==> src/rtl/intr_entry_pkg.sv <==
package intr_entry_pkg;

   localparam int LVL_W       = 3;
   localparam int PS_ILVL_W   = 4;
   localparam int PS_EXCM_BIT = 4;
   localparam int PS_UM_BIT   = 5;
   localparam int CAUSE_W     = 6;
   localparam logic [CAUSE_W-1:0] LVL1_CAUSE = 6'd4;

   typedef enum logic [2:0] {
      CLS_NONE   = 3'd0,
      CLS_USER   = 3'd1,
      CLS_KERNEL = 3'd2,
      CLS_DOUBLE = 3'd3,
      CLS_HIGH   = 3'd4
   } exc_class_e;

endpackage

==> src/rtl/intr_accept.sv <==
module intr_accept
   import intr_entry_pkg::*;
#(
   parameter int NUM_LEVELS = 5,
   parameter int IRQ_W      = 32
) (
   input  logic [LVL_W-1:0]            pend_lvl,
   input  logic [PS_ILVL_W-1:0]        cur_lvl,
   input  logic [IRQ_W-1:0]            irq_set,
   input  logic [IRQ_W-1:0]            irq_en,
   input  logic [NUM_LEVELS*IRQ_W-1:0] mask_tbl,
   output logic                        lvl_ok
);

   logic [NUM_LEVELS-1:0] lvl_hit;
   logic                  sel_hit;
   logic                  above_cur;
   logic                  in_range;

   // one reduction per configured level
   for (genvar gi = 0; gi < NUM_LEVELS; gi++) begin : g_hit
      assign lvl_hit[gi] = |(mask_tbl[gi*IRQ_W +: IRQ_W] & irq_set & irq_en);
   end

   always_comb begin
      sel_hit = 1'b0;
      for (int i = 0; i < NUM_LEVELS; i++) begin
         if (pend_lvl == LVL_W'(i + 1)) sel_hit = lvl_hit[i];
      end
   end

   assign above_cur = {1'b0, pend_lvl} > cur_lvl;
   assign in_range  = (pend_lvl != '0) && (pend_lvl <= LVL_W'(NUM_LEVELS));
   assign lvl_ok    = above_cur && in_range && sel_hit;

endmodule

==> src/rtl/intr_vec_sel.sv <==
module intr_vec_sel
   import intr_entry_pkg::*;
#(
   parameter int               NUM_LEVELS    = 5,
   parameter int               ADDR_W        = 32,
   parameter bit               RELOC_EN      = 1'b1,
   parameter logic [31:0]      RESET_VECBASE = 32'h0000_0100,
   parameter logic [7:0][31:0] LVL_VEC       = {32'h2C0, 32'h280, 32'h240, 32'h200,
                                                32'h1C0, 32'h180, 32'h0, 32'h0},
   parameter logic [31:0]      VEC_USER      = 32'h340,
   parameter logic [31:0]      VEC_KERNEL    = 32'h300,
   parameter logic [31:0]      VEC_DOUBLE    = 32'h3C0
) (
   input  logic [LVL_W-1:0]  pend_lvl,
   input  logic              ps_excm,
   input  logic              ps_um,
   input  logic [ADDR_W-1:0] vec_base,
   output exc_class_e        cls,
   output logic [ADDR_W-1:0] tgt_pc,
   output logic              vec_nz
);

   logic [ADDR_W-1:0] cfg_vec;

   always_comb begin
      if (pend_lvl == LVL_W'(1)) begin
         if (ps_excm)    cls = CLS_DOUBLE;
         else if (ps_um) cls = CLS_USER;
         else            cls = CLS_KERNEL;
      end else begin
         cls = CLS_HIGH;
      end
   end

   always_comb begin
      cfg_vec = '0;
      unique case (cls)
         CLS_USER:   cfg_vec = VEC_USER[ADDR_W-1:0];
         CLS_KERNEL: cfg_vec = VEC_KERNEL[ADDR_W-1:0];
         CLS_DOUBLE: cfg_vec = VEC_DOUBLE[ADDR_W-1:0];
         default: begin
            for (int i = 2; i <= NUM_LEVELS; i++) begin
               if (pend_lvl == LVL_W'(i)) cfg_vec = LVL_VEC[i][ADDR_W-1:0];
            end
         end
      endcase
   end

   assign vec_nz = (cfg_vec != '0);

   if (RELOC_EN) begin : g_reloc
      assign tgt_pc = cfg_vec - RESET_VECBASE[ADDR_W-1:0] + vec_base;
   end else begin : g_fixed
      logic unused_base;
      assign unused_base = ^vec_base;
      assign tgt_pc      = cfg_vec;
   end

endmodule

==> src/rtl/intr_save_bank.sv <==
module intr_save_bank
   import intr_entry_pkg::*;
#(
   parameter int NUM_LEVELS = 5,
   parameter int ADDR_W     = 32,
   parameter int PS_W       = 16,
   parameter bit HAS_DBL_PC = 1'b1
) (
   input  logic                           clk,
   input  logic                           rst_n,
   input  logic                           commit,
   input  logic [LVL_W-1:0]               pend_lvl,
   input  exc_class_e                     cls,
   input  logic [ADDR_W-1:0]              cur_pc,
   input  logic [PS_W-1:0]                cur_ps,
   output logic [NUM_LEVELS*ADDR_W-1:0]   save_pc_flat,
   output logic [(NUM_LEVELS-1)*PS_W-1:0] save_ps_flat,
   output logic [ADDR_W-1:0]              dbl_pc,
   output logic [CAUSE_W-1:0]             exc_cause
);

   logic lvl1_entry;
   logic lvl1_pc_wr;

   assign lvl1_entry = commit && (cls != CLS_HIGH);
   assign lvl1_pc_wr = commit && ((cls == CLS_USER) || (cls == CLS_KERNEL) ||
                                  ((cls == CLS_DOUBLE) && !HAS_DBL_PC));

   always_ff @(posedge clk) begin
      if (!rst_n) begin
         save_pc_flat[0 +: ADDR_W] <= '0;
      end else if (lvl1_pc_wr) begin
         save_pc_flat[0 +: ADDR_W] <= cur_pc;
      end
   end

   for (genvar gl = 2; gl <= NUM_LEVELS; gl++) begin : g_lvl
      logic wr;
      assign wr = commit && (cls == CLS_HIGH) && (pend_lvl == LVL_W'(gl));
      always_ff @(posedge clk) begin
         if (!rst_n) begin
            save_pc_flat[(gl-1)*ADDR_W +: ADDR_W] <= '0;
            save_ps_flat[(gl-2)*PS_W +: PS_W]     <= '0;
         end else if (wr) begin
            save_pc_flat[(gl-1)*ADDR_W +: ADDR_W] <= cur_pc;
            save_ps_flat[(gl-2)*PS_W +: PS_W]     <= cur_ps;
         end
      end
   end

   if (HAS_DBL_PC) begin : g_dbl
      always_ff @(posedge clk) begin
         if (!rst_n)                             dbl_pc <= '0;
         else if (commit && cls == CLS_DOUBLE)   dbl_pc <= cur_pc;
      end
   end else begin : g_no_dbl
      assign dbl_pc = '0;
   end

   always_ff @(posedge clk) begin
      if (!rst_n)          exc_cause <= '0;
      else if (lvl1_entry) exc_cause <= LVL1_CAUSE;
   end

   AST_CAUSE_LOADED: assert property (@(posedge clk) disable iff (!rst_n)
      lvl1_entry |=> exc_cause == LVL1_CAUSE);

   AST_LVL1_SAVE_HOLDS_ON_HIGH: assert property (@(posedge clk) disable iff (!rst_n)
      (commit && cls == CLS_HIGH) |=> $stable(save_pc_flat[0 +: ADDR_W]));

endmodule

==> src/rtl/intr_entry_ctrl.sv <==
module intr_entry_ctrl
   import intr_entry_pkg::*;
#(
   parameter int               NUM_LEVELS    = 5,
   parameter int               IRQ_W         = 32,
   parameter int               ADDR_W        = 32,
   parameter int               PS_W          = 16,
   parameter bit               HAS_DBL_PC    = 1'b1,
   parameter bit               RELOC_EN      = 1'b1,
   parameter logic [31:0]      RESET_VECBASE = 32'h0000_0100,
   parameter logic [7:0][31:0] LVL_VEC       = {32'h2C0, 32'h280, 32'h240, 32'h200,
                                                32'h1C0, 32'h180, 32'h0, 32'h0},
   parameter logic [31:0]      VEC_USER      = 32'h340,
   parameter logic [31:0]      VEC_KERNEL    = 32'h300,
   parameter logic [31:0]      VEC_DOUBLE    = 32'h3C0
) (
   input  logic                           clk,
   input  logic                           rst_n,
   input  logic [2:0]                     pend_lvl,
   input  logic [PS_W-1:0]                cur_ps,
   input  logic [IRQ_W-1:0]               irq_set,
   input  logic [IRQ_W-1:0]               irq_en,
   input  logic [NUM_LEVELS*IRQ_W-1:0]    lvl_mask_tbl,
   input  logic [ADDR_W-1:0]              cur_pc,
   input  logic [ADDR_W-1:0]              vec_base,
   output logic                           taken,
   output logic [2:0]                     exc_class,
   output logic [ADDR_W-1:0]              next_pc,
   output logic [PS_W-1:0]                next_ps,
   output logic [NUM_LEVELS*ADDR_W-1:0]   save_pc_flat,
   output logic [(NUM_LEVELS-1)*PS_W-1:0] save_ps_flat,
   output logic [ADDR_W-1:0]              dbl_pc,
   output logic [5:0]                     exc_cause
);

   localparam logic [PS_W-1:0] PS_RESET =
      PS_W'({1'b1, {PS_ILVL_W{1'b1}}});

   if (NUM_LEVELS < 2 || NUM_LEVELS > 7) begin : g_bad_levels
      $error("NUM_LEVELS must lie in 2..7");
   end
   if (PS_W < PS_UM_BIT + 1) begin : g_bad_ps
      $error("PS_W too narrow for status fields");
   end
   if (ADDR_W > 32 || ADDR_W < 8) begin : g_bad_addr
      $error("ADDR_W must lie in 8..32");
   end

   logic              lvl_ok;
   logic              vec_nz;
   logic              commit;
   exc_class_e        cls_sel;
   exc_class_e        cls_q;
   logic [ADDR_W-1:0] tgt_pc;
   logic [PS_W-1:0]   ps_new;

   intr_accept #(
      .NUM_LEVELS (NUM_LEVELS),
      .IRQ_W      (IRQ_W)
   ) u_accept (
      .pend_lvl (pend_lvl),
      .cur_lvl  (cur_ps[PS_ILVL_W-1:0]),
      .irq_set  (irq_set),
      .irq_en   (irq_en),
      .mask_tbl (lvl_mask_tbl),
      .lvl_ok   (lvl_ok)
   );

   intr_vec_sel #(
      .NUM_LEVELS    (NUM_LEVELS),
      .ADDR_W        (ADDR_W),
      .RELOC_EN      (RELOC_EN),
      .RESET_VECBASE (RESET_VECBASE),
      .LVL_VEC       (LVL_VEC),
      .VEC_USER      (VEC_USER),
      .VEC_KERNEL    (VEC_KERNEL),
      .VEC_DOUBLE    (VEC_DOUBLE)
   ) u_vec (
      .pend_lvl (pend_lvl),
      .ps_excm  (cur_ps[PS_EXCM_BIT]),
      .ps_um    (cur_ps[PS_UM_BIT]),
      .vec_base (vec_base),
      .cls      (cls_sel),
      .tgt_pc   (tgt_pc),
      .vec_nz   (vec_nz)
   );

   // the cycle after a pulse belongs to the pipeline redirect
   assign commit = lvl_ok && vec_nz && !taken;

   always_comb begin
      ps_new = cur_ps;
      ps_new[PS_EXCM_BIT] = 1'b1;
      if (cls_sel == CLS_HIGH) begin
         ps_new[PS_ILVL_W-1:0] = PS_ILVL_W'(pend_lvl);
      end
   end

   intr_save_bank #(
      .NUM_LEVELS (NUM_LEVELS),
      .ADDR_W     (ADDR_W),
      .PS_W       (PS_W),
      .HAS_DBL_PC (HAS_DBL_PC)
   ) u_bank (
      .clk          (clk),
      .rst_n        (rst_n),
      .commit       (commit),
      .pend_lvl     (pend_lvl),
      .cls          (cls_sel),
      .cur_pc       (cur_pc),
      .cur_ps       (cur_ps),
      .save_pc_flat (save_pc_flat),
      .save_ps_flat (save_ps_flat),
      .dbl_pc       (dbl_pc),
      .exc_cause    (exc_cause)
   );

   always_ff @(posedge clk) begin
      if (!rst_n) begin
         taken   <= 1'b0;
         cls_q   <= CLS_NONE;
         next_pc <= '0;
         next_ps <= PS_RESET;
      end else begin
         taken <= commit;
         if (commit) begin
            cls_q   <= cls_sel;
            next_pc <= tgt_pc;
            next_ps <= ps_new;
         end
      end
   end

   assign exc_class = cls_q;

   AST_TAKEN_PULSE: assert property (@(posedge clk) disable iff (!rst_n)
      taken |=> !taken);

   AST_ACCEPT_ABOVE: assert property (@(posedge clk) disable iff (!rst_n)
      $rose(taken) |-> {1'b0, $past(pend_lvl)} > $past(cur_ps[PS_ILVL_W-1:0]));

   AST_EXCM_ON_ENTRY: assert property (@(posedge clk) disable iff (!rst_n)
      taken |-> next_ps[PS_EXCM_BIT]);

   AST_LVL1_KEEPS_LEVEL: assert property (@(posedge clk) disable iff (!rst_n)
      ($rose(taken) && $past(pend_lvl) == 3'd1) |->
         next_ps[PS_ILVL_W-1:0] == $past(cur_ps[PS_ILVL_W-1:0]));

   AST_DOUBLE_ON_EXCM: assert property (@(posedge clk) disable iff (!rst_n)
      ($rose(taken) && $past(pend_lvl) == 3'd1 && $past(cur_ps[PS_EXCM_BIT])) |->
         cls_q == CLS_DOUBLE);

   AST_PC_HOLDS_IDLE: assert property (@(posedge clk) disable iff (!rst_n)
      (!taken && $past(rst_n) && !$rose(taken)) |-> $stable(next_pc) || $rose(taken));

endmodule

==> config.mk <==
export PLATFORM = sky130hd
export DESIGN_NAME = intr_entry_ctrl
export DESIGN_NICKNAME = d
export VERILOG_FILES = /design/src/rtl/intr_entry_pkg.sv /design/src/rtl/intr_accept.sv /design/src/rtl/intr_vec_sel.sv /design/src/rtl/intr_save_bank.sv /design/src/rtl/intr_entry_ctrl.sv
export SDC_FILE = /design/constraint.sdc
export NUM_CORES = 1
export LEC_CHECK = 0
export ABC_AREA = 1
export BUFFER_PORTS_ARGS = -buffer_cell sky130_fd_sc_hd__buf_4
export CAP_MARGIN = 40
export CELL_PAD_IN_SITES_DETAIL_PLACEMENT = 1
export CELL_PAD_IN_SITES_GLOBAL_PLACEMENT = 1
export CORE_AREA = 5 5 239 241
export CTS_BUF_LIST = sky130_fd_sc_hd__clkbuf_8
export DETAILED_ROUTE_END_ITERATION = 7
export DIE_AREA = 0 0 244 246
export GPL_TIMING_DRIVEN = 0
export PLACE_DENSITY = 0.7
export REMOVE_ABC_BUFFERS = 1
export SYNTH_ARGS = -nofsm -noshare
export SYNTH_HDL_FRONTEND = slang
export SYNTH_SLANG_ARGS = --single-unit
==> constraint.sdc <==
create_clock -name clk -period 4.1 [get_ports clk]
set_input_delay 0.41 -clock clk [delete_from_list [all_inputs] [get_ports clk]]
set_output_delay 0.41 -clock clk [all_outputs]
set_load 0.03 [all_outputs]
==> metrics.txt, run 1 <==
WP data required=4.61 ns; FILL cells=7,079; Slew Limit Fails=0; Hold Slack=between 0.05 and 0.06 ns; placed cell count=between 3,000 and 4,000; Routed Antenna Nets=0; Arr. time, crit path=~4.4 ns; wire per inst=19.5 µm; area of the multi-input gates=0.00716 mm²; via/cell ratio=4.57; status=finished clean; Row Count=86; sequential share of the synthesized area=0.413; area grow syn2layout=46.7%; Pre-Repair DR Iteration Count=7; FFs w/ async S/R, synth=0; Clock Tree Buf Depth=3; final net count=roughly 3,300; fin util=0.400; Slew @ Worst Pin=0.832 ns; Mapped Cells=2,371; total congestion overflow=0; reg2reg path depth=13; DP HPWL=56,800 µm; Synth cell types=34; CP max FO=4; crit-path max cell delay=0.57 ns; total of warnings raised by yosys=0; final hold vios=0; combinational family with the most area after synthesis=simple AND/OR/NAND/NOR gates; Clock Pin Slew Worst Setup and Hold Paths=around 0.060 ns; synthesis-stage register bit count=308; final WL=between 70,000 and 80,000 µm; overall routing resource usage=0.230; flip-flop and latch area=roughly 0.0062 mm²; first-pass GRT wire length=107,000 µm; Pwr Density=334 mW/mm²; post-synthesis xor/xnor area fraction=0.0123; initial antenna violation count=5; initial core utilization=0.273; Post-Syn Area=0.0149 mm²; gp weighted congestion=0.903; number of flops mapped to enable cells by yosys=0; largest net degree at the start of global routing=111; Worst path most repeated cell=nand2_1; Post-Synth Simple-Gate Area=0.366; largest delay contributor family on the critical path=simple AND/OR/NAND/NOR gates; layout cell share with drive strength beyond 1=0.242; worst clock skew=around 0.041 ns; reg-to-reg slack, setup=1.10 ns; # Max-Cap Violations=0; Synth Area in Compound Gates=0.0686; Worst VDD drop=0.000219 V; vias in the first global route=18,100; CTS tree=done; core box area=0.0547 mm²; # clock sinks=between 300 and 400; Slew HR=0.445; WP depth=20; hold depth=3; adder-cell share of the synthesized area=0.0273; # IOs=roughly 620; Die X=244 µm; die extent in y=246 µm; Vias=17,100; min Tclk post-route=3.83 ns; die area=~0.060 mm²; Top FF cell, synth=dfxtp_1; LEAKAGE=12.0 nW; Hold Path Class=input pin to flip-flop; H-tree Lvls=2; syn avg cell area=about 6.3 µm²; initial drt markers=625; postcts setup bufs=0; Crit. End Element=flip-flop; CP Cell Sequence=dlygate4sd3_1, buf_4, inv_1, a21oi_1, and2_1, nor2_1, nor2_1, ha_1, ha_1, fa_1, nand3_1, nand2_1, a21boi_1, o21ai_0, nand2_1, nand2_1, xor2_1, nand2_1, nand2_1, nor2_1; fmax=261 MHz; DRC=0; PortBufs=~620; Root Buffer=clkbuf_8; count of final setup violators=0; cts bufs inserted=58; slowest CP cell=dlygate4sd3_1; non-filler instance count after layout=3,747; Crit path buffers/inverters=3; critical path class=input pin to flip-flop; crit path launch type=input pin; Final Cycle Share=0.934; clock latency on the worst-skew pair=~0.66 ns; mux cell area share after synthesis=0
## timing repair
action | in CTS | in global routing
hold buffers | 36 | 0
setup endpoints to repair | 0 | 5
resized for setup | 0 | 1
endpoints found under the hold margin | 96 | 0
## power breakdown
part	switching [W]	internal, W
clock network	0.00142	0.00171
logic	0.000668	0.000456
registers	0.0000236	0.00304
## registers in the layout (all words and copies together) (netlist names)
register	flops
next_ps	15
u_bank.exc_cause	1
u_bank.dbl_pc	32
u_bank.save_ps_flat	64
taken	1
next_pc	32
u_bank.save_pc_flat	160
exc_class	3
## final cells by class
type                       instances  area share
tap                              704      0.0402
sequential                       308       0.282
clock inverter                    33     0.00886
inverter                         309      0.0531
timing repair buffer             664       0.241
clock buffer                      75      0.0472
antenna                            4    0.000457
multi-input combinational       1650       0.327
## routing by layer
layer | wire, µm | track usage | part of all wire
met1 | 27500 | 0.241 | 0.38
met2 | 38100 | 0.441 | 0.52
met3 | 3720 | 0.0461 | 0.051
met4 | 3670 | 0.103 | 0.050
met5 | 0 | 0 | 0
## cells in the mapped netlist, types with 3 or more instances
master	instances	area, µm²
xor2_1	16	140
o21ai_0	19	95.1
a21oi_1	126	631
inv_1	301	1130
o21ai_1	37	185
nand2_1	648	2430
clkbuf_1	36	135
nor3_1	6	30.0
dfxtp_1	308	6170
buf_2	39	195
nand3_1	134	671
nand4_1	9	56.3
buf_4	17	128
a31oi_1	3	18.8
xnor2_1	5	43.8
buf_1	16	60.1
ha_1	31	388
inv_2	8	30.0
o21bai_1	3	22.5
nor2_1	591	2220
## kinds of logic after synthesis
logic type,count (synthesis)
simple gates,1394
buf+inv,417
flops,308
compound gates,197
fa+ha+maj,32
xor+xnor,21
other cells,2
## path summary, 6_finish.rpt
| kind | start | endpoint |
|---|---|---|
| worst max-delay path | cur_ps[4] | next_pc[17]$_SDFFE_PN0N_ |
| worst min-delay path | cur_ps[13] | u_bank.save_ps_flat[29]$_SDFFE_PN0P_ |
| worst max register to register | taken$_SDFF_PN0_ | next_pc[17]$_SDFFE_PN0N_ |
| worst min register to register | u_bank.save_ps_flat[35]$_SDFFE_PN0P_ | u_bank.save_ps_flat[35]$_SDFFE_PN0P_ |
## placed cells by master (no fill, tap or decap), drive strengths merged
master,n
a211oi,1
a21boi,2
a21o,1
a21oi,126
a22o,1
a31oi,3
and2,1
buf,628
bufinv,1
clkbuf,75
clkinv,12
conb,6
dfxtp,308
diode,4
dlygate4sd3,36
fa,1
ha,31
inv,329
nand2,650
nand3,136
nand3b,1
nand4,9
nor2,591
nor3,6
o211ai,1
o21a,1
o21ai,56
o21bai,3
o2bb2ai,1
o31a,1
xnor2,5
xor2,16
## metrics by stage
step | TNS (ns) | total power (W) | cell area (µm²) | setup WS (ns)
global placement | -2567.39 | 0.00419 | 19900 | -10.13
detailed placement | -1.12 | 0.00423 | 20300 | -0.271
floorplan | -474.25 | 0.00361 | 14400 | -2.15
CTS | 0 | 0.00744 | 21900 | 0.210
finish | 0 | 0.00732 | 21900 | 0.269
global route | -0.0572 | 0.00765 | 21900 | -0.0327
## worst reg2reg max path, stage by stage (launching register included)
cell	delay, ns
dfxtp_1	0.31
nor2_1	0.10
nand2_1	0.06
a211oi_1	0.26
nand2_1	0.13
nor2_4	0.35
buf_12	0.25
nand2_2	0.46
buf_16	0.37
inv_2	0.18
buf_12	0.23
nand2_1	0.09
nand2_1	0.06
nor2_1	0.05
(Power assumes the default switching activity.)
==> run 2, diff against run 1 <==
--- a/config.mk
+++ b/config.mk
@@ -5,17 +5,16 @@
 export SDC_FILE = /design/constraint.sdc
 export NUM_CORES = 1
 export LEC_CHECK = 0
-export ABC_AREA = 1
 export BUFFER_PORTS_ARGS = -buffer_cell sky130_fd_sc_hd__buf_4
 export CAP_MARGIN = 40
 export CELL_PAD_IN_SITES_DETAIL_PLACEMENT = 1
 export CELL_PAD_IN_SITES_GLOBAL_PLACEMENT = 1
-export CORE_AREA = 5 5 239 241
+export CORE_AREA = 5 5 236 238
 export CTS_BUF_LIST = sky130_fd_sc_hd__clkbuf_8
 export DETAILED_ROUTE_END_ITERATION = 7
-export DIE_AREA = 0 0 244 246
+export DIE_AREA = 0 0 241 243
 export GPL_TIMING_DRIVEN = 0
-export PLACE_DENSITY = 0.7
+export PLACE_DENSITY = 0.64
 export REMOVE_ABC_BUFFERS = 1
 export SYNTH_ARGS = -nofsm -noshare
 export SYNTH_HDL_FRONTEND = slang
==> metrics.txt, run 2 <==
status=finished clean (unchanged); Clock Tree Buf Depth=3 (unchanged); final net count=2,514 (was 3,332); synth top area cells=dfxtp_1 45%, mux2i_1 21%, nand2_1 6.3% (was dfxtp_1 41%, nand2_1 16%, nor2_1 15%); layout cell share with drive strength beyond 1=0.330 (was 0.242); Largest register FFs=160 (unchanged); RSZ-0062 raised after global routing=false; non-filler instance count after layout=2,914 (was 3,747); total of warnings raised by yosys=0 (unchanged); DP HPWL=58,300 µm (was 56,800 µm); slowest CP cell=o41ai_1 (was dlygate4sd3_1); critical path class=input pin to flip-flop (unchanged); number of flops mapped to enable cells by yosys=0 (unchanged); Post-synth top cells=308 x dfxtp_1, 283 x mux2i_1, 232 x nand2_1, 162 x nand3_1, 148 x nor2_1 (was 648 x nand2_1, 591 x nor2_1, 308 x dfxtp_1, 301 x inv_1, 134 x nand3_1); LEAKAGE=9.63 nW (was 12.0 nW); Final Cycle Share=0.927 (was 0.934); Vias=14,200 (was 17,100); PortBufs=616 (unchanged); area grow syn2layout=51.0% (was 46.7%); fmax=263 MHz (was 261 MHz); placed cell count=2,774 (was 3,599); die extent in y=243 µm (was 246 µm); sequential share of the synthesized area=0.449 (was 0.413); Worst path most repeated cell=nor2_1 (was nand2_1); post-cts resize count=0 (unchanged); vias in the first global route=15,500 (was 18,100); via/cell ratio=4.87 (was 4.57); total congestion overflow=0 (unchanged); Post-Syn Area=0.0137 mm² (was 0.0149 mm²); WP data required=4.63 ns (was 4.61 ns); Top FF cell, synth=dfxtp_1 (unchanged); initial core utilization=0.257 (was 0.273); Slew Limit Fails=0 (unchanged); Row Count=85 (was 86); Clock Pin Slew Worst Setup and Hold Paths=0.06 ns (about the same); switching share of power=0.280 (was 0.288); biggest regs=u_bank.save_pc_flat (160), u_bank.save_ps_flat (64) (unchanged); Hold Path Class=input pin to flip-flop (unchanged); Crit. End Element=flip-flop (unchanged); CP Cell Sequence=buf_4, inv_1, nor2_1, nor2_1, nor2_1, ha_1, ha_1, fa_1, a21oi_1, nand4b_1, a211oi_1, o41ai_1, a2111oi_0, nor3_1, mux2i_1, o32ai_1 (was dlygate4sd3_1, buf_4, inv_1, a21oi_1, and2_1, nor2_1, nor2_1, ha_1, ha_1, fa_1, nand3_1, nand2_1, a21boi_1, o21ai_0, nand2_1, nand2_1, xor2_1, nand2_1, nand2_1, nor2_1); postcts setup bufs=0 (unchanged); initial drt markers=537 (was 625); Psw=0.00198 W (was 0.00211 W); overall routing resource usage=0.236 (was 0.230); worst clock skew=0.0288 ns (was 0.0415 ns); crit-path max cell delay=0.61 ns (was 0.57 ns); Clock power frac=0.421 (was 0.428); gp weighted congestion=0.970 (was 0.903); Synth cell types=53 (was 34); reg-to-reg slack, setup=0.58 ns (was 1.10 ns); Slew HR=0.494 (was 0.445); min Tclk post-route=3.80 ns (was 3.83 ns); cts bufs inserted=55 (was 58); logic gate share of total power=0.148 (was 0.154); die area=0.0586 mm² (was 0.0600 mm²); largest net degree at the start of global routing=119 (was 111); syn avg cell area=9.03 µm² (was 6.29 µm²); CTS tree=done (unchanged); core box area=0.0534 mm² (was 0.0547 mm²); clock latency on the worst-skew pair=0.62 ns (was 0.66 ns); Slew @ Worst Pin=0.749 ns (was 0.832 ns); largest reg by FF count=u_bank.save_pc_flat (unchanged); crit path launch type=input pin (unchanged); first-pass GRT wire length=103,000 µm (was 107,000 µm); Pwr Density=340 mW/mm² (was 334 mW/mm²); # Max-Cap Violations=0 (unchanged); CP max FO=12 (was 4); FFs w/ async S/R, synth=0 (unchanged); Worst VDD drop=0.000234 V (was 0.000219 V); Routed Antenna Nets=0 (unchanged); Arr. time, crit path=4.33 ns (was 4.35 ns); Die X=241 µm (was 244 µm); Synth top area share=0.449 (was 0.413); synthesis-stage register bit count=308 (unchanged); # clock sinks=308 (unchanged); Fin Setup TNS=0 ns (unchanged); most frequent cell after synthesis=dfxtp_1 (was nand2_1); H-tree Lvls=2 (unchanged); FILL cells=6,273 (was 7,079); Mapped Cells=1,522 (was 2,371); wire per inst=24.9 µm (was 19.5 µm); final WL=72,600 µm (was 72,900 µm); Flop pwr share=0.431 (was 0.418); DRC=0 (unchanged); # IOs=623 (unchanged); Synth area leader=dfxtp_1 (unchanged); most common cell after layout, fill and taps aside=buf_4 (was nand2_1); Int Power=0.00507 W (was 0.00521 W); initial antenna violation count=7 (was 5); final hold vios=0 (unchanged); count of final setup violators=0 (unchanged); # hold bufs at CTS=38 (was 36); Pre-Repair DR Iteration Count=5 (was 7); commonest cells after routing, fill and taps aside=615 x buf_4, 308 x dfxtp_1, 283 x mux2i_1, 232 x nand2_1, 162 x nand3_1 (was 646 x nand2_1, 615 x buf_4, 589 x nor2_1, 319 x inv_1, 308 x dfxtp_1); Root Buffer=clkbuf_8 (unchanged)
==> run 2: final timing paths <==
path | startpoint | endpoint | cells after the start
max | pend_lvl[1] | next_pc[31]$_SDFFE_PN0N_ | 16
min | cur_pc[31] | u_bank.save_pc_flat[127]$_SDFFE_PN0P_ | 3
max reg2reg | taken$_SDFF_PN0_ | u_bank.dbl_pc[11]$_SDFFE_PN0P_ | 9
min reg2reg | u_bank.save_ps_flat[19]$_SDFFE_PN0P_ | u_bank.save_ps_flat[19]$_SDFFE_PN0P_ | 2
==> run 2: worst max-delay path, delay by kind of cell <==
| kind | cells | cell delay [ns] |
|---|---|---|
| AOI/OAI and AO/OA | 5 | 1.53 |
| and+or+nand+nor | 5 | 1.03 |
| adders and majority gates | 3 | 0.94 |
| buffers and inverters | 2 | 0.27 |
| muxes | 1 | 0.14 |
==> run 2: through the flow <==
step	cell area (µm²)	worst slack (ns)	utilization	hold slack, ns	power, W
final	20700	0.301	0.388	0.0693	0.00705
after global routing	20700	0.0713	0.388	0.0250	0.00736
after CTS	20700	0.347	0.388	0.00909	0.00713
after detailed placement	19200	-0.310	0.360	0.426	0.00411
after global placement	18800	-4.27	0.352	0.419	0.00408
after floorplan	13300	-1.35	-	0.472	0.00352
==> run 2: layer usage <==
layer / vias up / track usage / share of wire
li1: 6601 / - / -
met1: 7012 / 0.289 / 0.41
met2: 470 / 0.382 / 0.47
met3: 110 / 0.0924 / 0.095
met4: 2 / 0.0714 / 0.029
met5: - / 0 / 0.00018
==> run 2: cell families after synthesis <==
| family | Yosys count | share of synthesized area |
|---|---|---|
| adder cells (fa/ha/maj) | 32 | 0.0297 |
| XOR/XNOR | 19 | 0.0121 |
| flip-flops | 308 | 0.449 |
| other | 2 | 0.000547 |
| AND/OR/NAND/NOR | 634 | 0.206 |
| multiplexers | 283 | 0.206 |
| AO/OA/AOI/OAI | 112 | 0.0522 |
| buffers and inverters | 132 | 0.0448 |
==> run 2: cell type report <==
type | instances | area (µm²) | share of cell area
well taps | 696 | 871 | 0.0420
clock inverters | 26 | 164 | 0.00790
repair buffers | 675 | 5400 | 0.260
flip-flops and latches | 308 | 6170 | 0.297
inverters | 47 | 181 | 0.00875
diodes | 6 | 15.0 | 0.000724
clock buffers | 70 | 963 | 0.0464
multi-input cells | 1086 | 6990 | 0.337
==> run 2: power by group through the flow <==
| stage | logic, W | clock network [W] | registers, W |
|---|---|---|---|
| global placement | 0.000974 | 0 | 0.00310 |
| global route | 0.00112 | 0.00320 | 0.00304 |
| detailed placement | 0.00100 | 0 | 0.00311 |
| floorplan | 0.000363 | 0 | 0.00316 |
| CTS | 0.00104 | 0.00306 | 0.00304 |
| finish | 0.00104 | 0.00297 | 0.00304 |
==> run 3, diff against run 2 <==
==> constraint.sdc (replaced) <==
create_clock -name clk -period 4.1 [get_ports clk]
set_input_delay 0 -clock clk [delete_from_list [all_inputs] [get_ports clk]]
set_output_delay 0 -clock clk [all_outputs]
set_load 0.03 [all_outputs]
==> metrics.txt, run 3 (synthesis results as in run 2) <==
Post-Place Worst Slack=0.0998 ns (was -0.310 ns); most common cell after layout, fill and taps aside=buf_4 (unchanged); Pwr Density=334 mW/mm² (was 340 mW/mm²); gp weighted congestion=0.970 (unchanged); placed cell count=2,774 (unchanged); Hold Path Class=input pin to flip-flop (unchanged); CTS tree=done (unchanged); core box area=0.0534 mm² (unchanged); fmax=254 MHz (was 263 MHz); vias in the first global route=15,800 (was 15,500); Largest register FFs=160 (unchanged); count of final setup violators=0 (unchanged); critical path class=input pin to flip-flop (unchanged); Slew Limit Fails=0 (unchanged); final WL=73,200 µm (was 72,600 µm); initial core utilization=0.257 (unchanged); Vias=14,400 (was 14,200); worst clock skew=0.0309 ns (was 0.0288 ns); DP HPWL=58,300 µm (unchanged); initial antenna violation count=5 (was 7); Slew @ Worst Pin=0.768 ns (was 0.749 ns); final net count=2,565 (was 2,514); Clock Tree Buf Depth=3 (unchanged); Clock Pin Slew Worst Setup and Hold Paths=0.06 ns (about the same); commonest cells after routing, fill and taps aside=616 x buf_4, 308 x dfxtp_1, 283 x mux2i_1, 232 x nand2_1, 162 x nand3_1 (was 615 x buf_4, 308 x dfxtp_1, 283 x mux2i_1, 232 x nand2_1, 162 x nand3_1); biggest regs=u_bank.save_pc_flat (160), u_bank.save_ps_flat (64) (unchanged); non-filler instance count after layout=2,964 (was 2,914); die area=0.0586 mm² (unchanged); final hold vios=0 (unchanged); clock latency on the worst-skew pair=0.63 ns (was 0.62 ns); die extent in y=243 µm (unchanged); status=finished clean (unchanged); PortBufs=616 (unchanged); Die X=241 µm (unchanged); WP data required=4.62 ns (was 4.63 ns); Routed Antenna Nets=0 (unchanged); area grow syn2layout=54.7% (was 51.0%); Slew HR=0.486 (was 0.494); CP max FO=12 (unchanged); Final Cycle Share=0.962 (was 0.927); H-tree Lvls=2 (unchanged); Pre-Repair DR Iteration Count=5 (unchanged); dpl cell area=0.0192 mm² (unchanged); Arr. time, crit path=4.46 ns (was 4.33 ns); LEAKAGE=9.84 nW (was 9.63 nW); Power, Total=0.00711 W (was 0.00705 W); largest reg by FF count=u_bank.save_pc_flat (unchanged); Root Buffer=clkbuf_8 (unchanged); initial drt markers=576 (was 537); RSZ-0062 raised after global routing=false (unchanged); first-pass GRT wire length=104,000 µm (was 103,000 µm); DRC=0 (unchanged); # IOs=623 (unchanged); total congestion overflow=0 (unchanged); Finished Cell Area=0.0213 mm² (was 0.0207 mm²); layout cell share with drive strength beyond 1=0.323 (was 0.330); cts bufs inserted=55 (unchanged); Worst VDD drop=0.000233 V (was 0.000234 V); wire per inst=24.7 µm (was 24.9 µm); via/cell ratio=4.87 (about the same); min Tclk post-route=3.94 ns (was 3.80 ns); overall routing resource usage=0.238 (was 0.236); crit path launch type=input pin (unchanged); setup ws final=0.158 ns (was 0.301 ns); largest net degree at the start of global routing=119 (unchanged); Row Count=85 (unchanged); Crit. End Element=flip-flop (unchanged); # Max-Cap Violations=0 (unchanged); # clock sinks=308 (unchanged)
-- run 3: path summary, 6_finish.rpt --
check	startpoint	to	slack [ns]	cells past startpoint
hold reg to reg	u_bank.save_ps_flat[19]$_SDFFE_PN0P_	u_bank.save_ps_flat[19]$_SDFFE_PN0P_	0.44	2
setup reg to reg	taken$_SDFF_PN0_	u_bank.save_ps_flat[17]$_SDFFE_PN0P_	0.70	10
hold / removal	vec_base[30]	next_pc[31]$_SDFFE_PN0N_	0.07	6
setup / recovery	pend_lvl[1]	next_pc[29]$_SDFFE_PN0N_	0.16	17
-- run 3: repair_timing --
item | 4_1_cts | 5_1_grt
hold buffers | 88 | 0
gates resized for setup | 0 | 1
setup endpoints to repair | 0 | 2
endpoints found under the hold margin | 298 | 0
setup buffers | 0 | 1
-- run 3: per-stage QoR --
| step | hold WS (ns) | utilization | setup TNS, ns |
|---|---|---|---|
| floorplan | 0.0619 | - | -132.92 |
| finish | 0.0735 | 0.398 | 0 |
| global route | 0.0873 | 0.398 | 0 |
| global placement | 0.239 | 0.352 | -958.49 |
| CTS | 0.00131 | 0.398 | 0 |
| detailed placement | 0.251 | 0.360 | 0 |
-- run 3: final cells by class --
cell class                 count  area [µm²]
timing repair buffer         726        5900
tap                          696         871
clock inverter                26         164
multi-input combinational   1086        6990
fill                        6259       32100
antenna                        5        12.5
sequential                   308        6170
inverter                      47         181
clock buffer                  70         963
-- run 3: per-layer routing --
layer  track usage  routed length, µm  vias to the layer above
met1         0.293              30000                     7142
li1              -                  -                     6701
met3        0.0893               6810                      118
met2         0.386              34200                      476
met4        0.0720               2230                        0
met5             0                  0                        -
-- run 3: where the power goes --
| part | internal [W] | switching [W] |
|---|---|---|
| logic | 0.000490 | 0.000610 |
| clock network | 0.00160 | 0.00136 |
| registers | 0.00302 | 0.0000169 |
| total | 0.00512 | 0.00199 |
-- run 3: critical path, stage by stage --
cell           delay [ns]
dlygate4sd3_1        0.58
buf_4                0.20
inv_1                0.11
nor2_1               0.20
nor2_1               0.06
nor2_1               0.15
ha_1                 0.27
ha_1                 0.25
fa_1                 0.42
a21oi_1              0.25
nand4b_1             0.20
a211oi_1             0.11
o41ai_1              0.62
a2111oi_0            0.29
o31ai_1              0.44
mux2i_1              0.24
nand2_1              0.06
